**src/rtl/dpwm_pkg.sv**
```systemverilog
package dpwm_pkg;
   // Which source decides the width of a period
   typedef enum logic [1:0] {
      PK_MOD = 2'd0,
      PK_ON  = 2'd1,
      PK_OFF = 2'd2
   } period_kind_e;
endpackage

```
**src/rtl/dpwm_phase_gen.sv**
```systemverilog
module dpwm_phase_gen #(
   parameter int PHASE_W = 5
) (
   input  logic               clk,
   input  logic               rst_n,
   output logic [PHASE_W-1:0] phase,
   output logic               last_phase,
   output logic               frame_sync
);
   localparam logic [PHASE_W-1:0] LAST = {PHASE_W{1'b1}};

   logic [PHASE_W-1:0] ph_q;

   always_ff @(posedge clk or negedge rst_n) begin
      if (!rst_n) ph_q <= '0;
      else        ph_q <= ph_q + 1'b1;
   end

   assign phase      = ph_q;
   assign last_phase = (ph_q == LAST);
   assign frame_sync = (ph_q == '0);


   phase_wrap_chk: assert property (@(posedge clk) disable iff (!rst_n)
      last_phase |=> frame_sync);

   phase_step_chk: assert property (@(posedge clk) disable iff (!rst_n)
      !last_phase |=> !frame_sync);
endmodule

```
**src/rtl/dpwm_dither.sv**
```systemverilog
module dpwm_dither #(
   parameter int FINE_W    = 5,
   parameter bit DITHER_EN = 1'b1
) (
   input  logic              clk,
   input  logic              rst_n,
   input  logic              advance,
   input  logic [FINE_W-1:0] fine,
   output logic              inc
);
   generate
      if (DITHER_EN) begin : g_dither
         logic [FINE_W-1:0] frame_q;
         logic [FINE_W-1:0] frame_rev;

         always_ff @(posedge clk or negedge rst_n) begin
            if (!rst_n)       frame_q <= '0;
            else if (advance) frame_q <= frame_q + 1'b1;
         end

         for (genvar b = 0; b < FINE_W; b++) begin : g_rev
            assign frame_rev[b] = frame_q[FINE_W-1-b];
         end

         assign inc = (frame_rev < fine);


         dither_zero_chk: assert property (@(posedge clk) disable iff (!rst_n)
            (fine == '0) |-> !inc);

         frame_hold_chk: assert property (@(posedge clk) disable iff (!rst_n)
            !advance |=> $stable(frame_q));
      end else begin : g_plain
         assign inc = 1'b0;
      end
   endgenerate
endmodule

```
**src/rtl/dpwm_width_calc.sv**
```systemverilog
module dpwm_width_calc
   import dpwm_pkg::*;
#(
   parameter int COARSE_W = 5
) (
   input  logic [COARSE_W-1:0] coarse,
   input  logic                inc,
   input  logic                force_on,
   input  logic                force_off,
   output logic [COARSE_W:0]   width
);
   localparam logic [COARSE_W:0] FULL = (COARSE_W+1)'(1) << COARSE_W;

   period_kind_e      kind;
   logic [COARSE_W:0] sum;

   always_comb begin
      if (force_off)     kind = PK_OFF;
      else if (force_on) kind = PK_ON;
      else               kind = PK_MOD;
   end

   assign sum = {1'b0, coarse} + {{COARSE_W{1'b0}}, inc};

   always_comb begin
      case (kind)
         PK_OFF:  width = '0;
         PK_ON:   width = FULL;
         default: width = (sum > FULL) ? FULL : sum;
      endcase
   end
endmodule

```
**src/rtl/dpwm_pulse_out.sv**
```systemverilog
module dpwm_pulse_out #(
   parameter int COARSE_W = 5
) (
   input  logic                clk,
   input  logic                rst_n,
   input  logic [COARSE_W-1:0] phase,
   input  logic                last_phase,
   input  logic [COARSE_W:0]   next_width,
   output logic                pwm_out
);
   logic [COARSE_W:0]   width_q;
   logic [COARSE_W:0]   width_sel;
   logic [COARSE_W-1:0] phase_nxt;
   logic                pwm_q;

   assign phase_nxt = last_phase ? '0 : phase + 1'b1;
   assign width_sel = last_phase ? next_width : width_q;

   always_ff @(posedge clk or negedge rst_n) begin
      if (!rst_n) begin
         width_q <= '0;
         pwm_q   <= 1'b0;
      end else begin
         width_q <= width_sel;
         pwm_q   <= ({1'b0, phase_nxt} < width_sel);
      end
   end

   assign pwm_out = pwm_q;


   width_hold_chk: assert property (@(posedge clk) disable iff (!rst_n)
      !last_phase |=> $stable(width_q));

   pulse_contig_chk: assert property (@(posedge clk) disable iff (!rst_n)
      (!pwm_q && !last_phase) |=> !pwm_q);
endmodule

```
**src/rtl/dpwm_hybrid.sv**
```systemverilog
module dpwm_hybrid #(
   parameter int COARSE_W  = 5,
   parameter int FINE_W    = 5,
   parameter bit DITHER_EN = 1'b1
) (
   input  logic                       clk,
   input  logic                       rst_n,
   input  logic [COARSE_W+FINE_W-1:0] duty_cmd,
   input  logic                       force_on,
   input  logic                       force_off,
   output logic                       pwm_out,
   output logic                       frame_sync
);
   localparam int CMD_W = COARSE_W + FINE_W;

   initial begin : param_chk
      assert (COARSE_W >= 1 && COARSE_W <= 10)
         else $error("COARSE_W out of range");
      assert (FINE_W >= 1 && FINE_W <= 10)
         else $error("FINE_W out of range");
   end

   logic [COARSE_W-1:0] phase;
   logic                last_phase;
   logic [COARSE_W-1:0] coarse;
   logic [FINE_W-1:0]   fine;
   logic                dith_inc;
   logic [COARSE_W:0]   next_width;

   assign coarse = duty_cmd[CMD_W-1:FINE_W];
   assign fine   = duty_cmd[FINE_W-1:0];

   dpwm_phase_gen #(.PHASE_W(COARSE_W)) u_phase (
      .clk        (clk),
      .rst_n      (rst_n),
      .phase      (phase),
      .last_phase (last_phase),
      .frame_sync (frame_sync)
   );

   dpwm_dither #(.FINE_W(FINE_W), .DITHER_EN(DITHER_EN)) u_dither (
      .clk     (clk),
      .rst_n   (rst_n),
      .advance (last_phase),
      .fine    (fine),
      .inc     (dith_inc)
   );

   dpwm_width_calc #(.COARSE_W(COARSE_W)) u_width (
      .coarse    (coarse),
      .inc       (dith_inc),
      .force_on  (force_on),
      .force_off (force_off),
      .width     (next_width)
   );

   dpwm_pulse_out #(.COARSE_W(COARSE_W)) u_pulse (
      .clk        (clk),
      .rst_n      (rst_n),
      .phase      (phase),
      .last_phase (last_phase),
      .next_width (next_width),
      .pwm_out    (pwm_out)
   );


   force_off_chk: assert property (@(posedge clk) disable iff (!rst_n)
      (last_phase && force_off) |=> !pwm_out);

   force_on_chk: assert property (@(posedge clk) disable iff (!rst_n)
      (last_phase && force_on && !force_off) |=> pwm_out);

   empty_pulse_chk: assert property (@(posedge clk) disable iff (!rst_n)
      (last_phase && !force_on && !force_off && coarse == '0 && !dith_inc)
      |=> !pwm_out);

   sat_full_chk: assert property (@(posedge clk) disable iff (!rst_n)
      (last_phase && !force_off && coarse == '1 && dith_inc) |=> pwm_out);

   reset_low_chk: assert property (@(posedge clk)
      !rst_n |-> !pwm_out);
endmodule

```
**config.mk**
```make
export PLATFORM = sky130hd
export DESIGN_NAME = dpwm_hybrid
export DESIGN_NICKNAME = d
export VERILOG_FILES = /design/src/rtl/dpwm_pkg.sv /design/src/rtl/dpwm_phase_gen.sv /design/src/rtl/dpwm_dither.sv /design/src/rtl/dpwm_width_calc.sv /design/src/rtl/dpwm_pulse_out.sv /design/src/rtl/dpwm_hybrid.sv
export SDC_FILE = /design/constraint.sdc
export NUM_CORES = 1
export LEC_CHECK = 0
export ABC_CLOCK_PERIOD_IN_PS = 2500
export BUFFER_PORTS_ARGS = -buffer_cell sky130_fd_sc_hd__buf_2
export CORE_ASPECT_RATIO = 1.25
export CORE_MARGIN = 1
export CORE_UTILIZATION = 40
export CTS_CLUSTER_DIAMETER = 150
export DETAILED_ROUTE_END_ITERATION = 16
export GPL_TIMING_DRIVEN = 0
export PLACE_DENSITY = 0.59
export SYNTH_ARGS = -nofsm -noshare
export SYNTH_HDL_FRONTEND = slang
export SYNTH_HIERARCHICAL = 1
export SYNTH_SLANG_ARGS = --single-unit
```
**constraint.sdc**
```tcl
create_clock -name clk -period 2.5 [get_ports clk]
set_input_delay 0.5 -clock clk [delete_from_list [all_inputs] [get_ports clk]]
set_output_delay 0.5 -clock clk [all_outputs]
set_load 0.02 [all_outputs]
```
==> impl_metrics.csv <==
group,metric,value,unit
synthesis,synthesis.nets,129,
timing,maxSlewViolCount,0,
synthesis,yosysSeqAreaShare,38.5,%
floorplan,initial_core_util,43.7,%
placement,gp_congestion,0.753,
synthesis,synth_edf_count,0,
floorplan,rows,20,
worst_setup_path,worstSetupStartpoint,"u_dither/g_dither.frame_q[1]$_DFFE_PN0P_",
worst_setup_path,max_stage_delay,0.45,ns
worst_setup_path,r2r-start,"u_dither/g_dither.frame_q[1]$_DFFE_PN0P_",
cts,cts_tree,"done",
power_and_ir_drop,p_leak,0.626,nW
cts,cts_hold_buffers,0,
power_and_ir_drop,powerDensity,368,nW/um^2
synthesis,synth_top_family_by_area,"adder cells",
timing,fmax,363,MHz
final_layout,nets,150,
worst_setup_path,critical_path_class,"flop to flop",
timing,tightestPinTransition,0.379,ns
worst_setup_path,crit_top_cell,"ha_4",
placement,io_buffers,15,
cts,clock-sinks,17,
global_route,track_usage,16.0,%
global_route,gr-total-overflow,0,
worst_setup_path,crit_fanout,3,
cts,clk_path_buf_depth,2,
synthesis,dominantRegCellSynth,"dfrtp_1",
synthesis,synthMuxAreaShare,6.68,%
cts,clockRootBuffer,"clkbuf_4",
route,vias,767,
timing,rsz0062_at_grt,"true",
floorplan,core-area,2530,um^2
floorplan,die_area,2980,um^2
cts,htree_levels,1,
worst_setup_path,crit_arrival,2.94,ns
synthesis,yosys.area_share.xor_xnor,8.72,%
global_route,grt_max_degree,18,
worst_setup_path,cp-end-kind,"flop",
worst_setup_path,critPathSlowestCell,"dfrtp_2",
synthesis,ys_seq_elements,17,
synthesis,yosysTopAreaCell,"dfrtp_1",
final_layout,num_antenna_cells,0,
synthesis,synthAdderAreaFrac,17.0,%
synthesis,synth_area_leaders,"dfrtp_1 39%, ha_1 17%, xnor2_1 4.8%, xor2_1 4.0%, inv_1 3.7%",
cts,clkLatencyLatePin,0.28,ns
route,wire_per_inst,12.6,um
synthesis,yosysTopAreaCellShare,38.5,%
route,routed_wl,1920,um
timing,timing.hold.ws,0.114,ns
synthesis,syn_area,1100,um^2
timing,fin_crit,2.76,ns
run,cap_viol_max_count,0,
final_layout,drive_gt1_share,39.2,%
outcome,status,"finished, violations left",
synthesis,synth_compound_area_share,9.51,%
outcome,violations,"negative setup slack",
synthesis,syn-instance-count,100,
timing,finalHoldViolCount,0,
route,drcViolationCount,0,
final_layout,utilization,53.4,%
synthesis,ys_types,30,
timing,setup_viol,1,
floorplan,dieHeight,60.8,um
final_layout,syn_to_final_growth,22.1,%
worst_setup_path,crit_required,2.68,ns
route,avgViaCountPerCell,5.01,
placement,dpl.hpwl,1580,um
cts,path_clk_slew,0.10,ns
floorplan,io_pins,16,
route,drt_first_pass_iters,1,
route,drtIter0Drc,0,
min_path,hold_path.class,"input pin to asynchronous set/reset pin",
route,ant_nets,0,
timing,finalCritPeriodShare,110,%
synthesis,avgSynthCellArea,11.0,um^2
timing,clock_skew,0.000944,ns
cts,numCtsBuffers,3,
timing,relSlewSlack,74.7,%
synthesis,ys_async_sr_fraction,100,%
global_route,grt_pass1_vias,823,
power_and_ir_drop,ir_drop,0.000258,V
global_route,grt_pass1_wl,3500,um
worst_setup_path,start_kind,"flop",
synthesis,synth_simple_gate_area_share,14.8,%
timing,worst_slack,-0.256,ns
synthesis,ys_warn_count,6,
worst_setup_path,path_cells,"ha_4 > a21oi_2 > nand2_1 > a211oi_2 > ha_2 > ha_4 > a31oi_1 > nor3_1 > o21a_1 > mux2i_2 > ha_1 > and3_1 > o211ai_1 > a21o_1",
floorplan,die_width,49.0,um
global_route,antenna_found_initial,0,
[synthesized netlist by cell type, types with 2 or more instances]
cell type / count
nand2_1: 3
nand4_1: 3
a21oi_1: 3
a31oi_1: 2
nor3_1: 2
a21o_1: 2
and2_1: 3
dfrtp_1: 17
nand3_1: 3
ha_1: 15
nor2_1: 4
inv_1: 11
xnor2_1: 6
xor2_1: 5
mux2i_1: 4
mux2_2: 3
[layout by cell type (no fill, tap or decap), types with 2 or more instances in the layout]
master and instances:
xnor2_1 6, dfrtp_1 15, nand4_1 3, xor2_1 5, nand3_1 3, and2_1 3, a31oi_1 2, nor2_1 4
ha_4 5, buf_2 15, nand2_1 3, dfrtp_2 2, a21o_1 2, a21oi_1 3, mux2_2 3, clkbuf_4 3
inv_1 7, mux2i_1 3, ha_1 9, nor3_1 2, inv_2 2
[cells by family after synthesis]
family	Yosys count
AO/OA/AOI/OAI	13
XOR/XNOR	11
adder cells (fa/ha/maj)	15
buffers and inverters	12
flip-flops	17
multiplexers	7
AND/OR/NAND/NOR	25
[sequential cells by signal, summed over array words and instances (netlist names)]
name / cells
u_pulse/width_q: 6
u_dither/g_dither.frame_q: 5
u_phase/phase: 5
u_pulse/pwm_out: 1
[power breakdown]
group | switching [W] | leakage (nW) | internal (W)
Clock | 0.0000873 | 0.0177 | 0.0000594
Sequential | 0.00000201 | 0.216 | 0.000281
Combinational | 0.0000363 | 0.393 | 0.0000308
Total | 0.000126 | 0.626 | 0.000371
[repair_timing]
| action | 4_1_cts | 5_1_grt |
|---|---|---|
| endpoints found under the setup margin | 1 | 1 |
| resized for setup | 2 | 2 |
| pin swaps | 5 | 2 |
| setup buffers | 0 | 1 |
[path summary, 6_finish.rpt]
check | slack (ns) | depth (start not counted) | end
max | -0.26 | 14 | u_pulse/pwm_out$_DFF_PN0_
min | 0.11 | 1 | u_phase/phase[3]$_DFF_PN0_
max reg2reg | -0.26 | 14 | u_pulse/pwm_out$_DFF_PN0_
min reg2reg | 0.49 | 1 | u_dither/g_dither.frame_q[4]$_DFFE_PN0P_
max in group asynchronous | 2.09 | 1 | u_dither/g_dither.frame_q[1]$_DFFE_PN0P_
min in group clk | 0.49 | 1 | u_dither/g_dither.frame_q[4]$_DFFE_PN0P_
[final cells by class]
| cell class | count | area, um^2 |
|---|---|---|
| plain buffers | 1 | 11.3 |
| fillers | 235 | 1180 |
| clock buffers | 3 | 22.5 |
| repair buffers | 16 | 82.6 |
| flip-flops and latches | 17 | 428 |
| well taps | 33 | 41.3 |
| multi-input cells | 71 | 707 |
| clock inverters | 1 | 5.00 |
| inverters | 11 | 51.3 |
[per-stage QoR]
| stage | setup WS, ns | TNS (ns) | std cells | area (um^2) | total power [W] |
|---|---|---|---|---|---|
| floorplan | -0.112 | -0.112 | 100 | 1180 | 0.000323 |
| finish | -0.256 | -0.256 | 153 | 1350 | 0.000497 |
| global placement | -0.475 | -0.475 | 148 | 1300 | 0.000351 |
| global route | -0.413 | -0.413 | 153 | 1350 | 0.000529 |
| detailed placement | -0.501 | -0.501 | 148 | 1300 | 0.000354 |
| CTS | -0.318 | -0.318 | 152 | 1330 | 0.000503 |
[critical path: cells and delay by family (launching register included)]
kind / cells / cell delay (ns)
flops: 1 / 0.45
mux: 1 / 0.08
compound gates: 6 / 0.82
simple gates: 3 / 0.37
fa+ha+maj: 4 / 0.94
[per-layer routing]
layer  vias up  track usage, %  share of wire (%)
met5         -               0                  0
met4         0            8.82                1.1
met2        12            30.4                 53
li1        391               -                  -
met1       362            17.8                 43
met3         2            1.50                3.0
(Power assumes the default switching activity.)
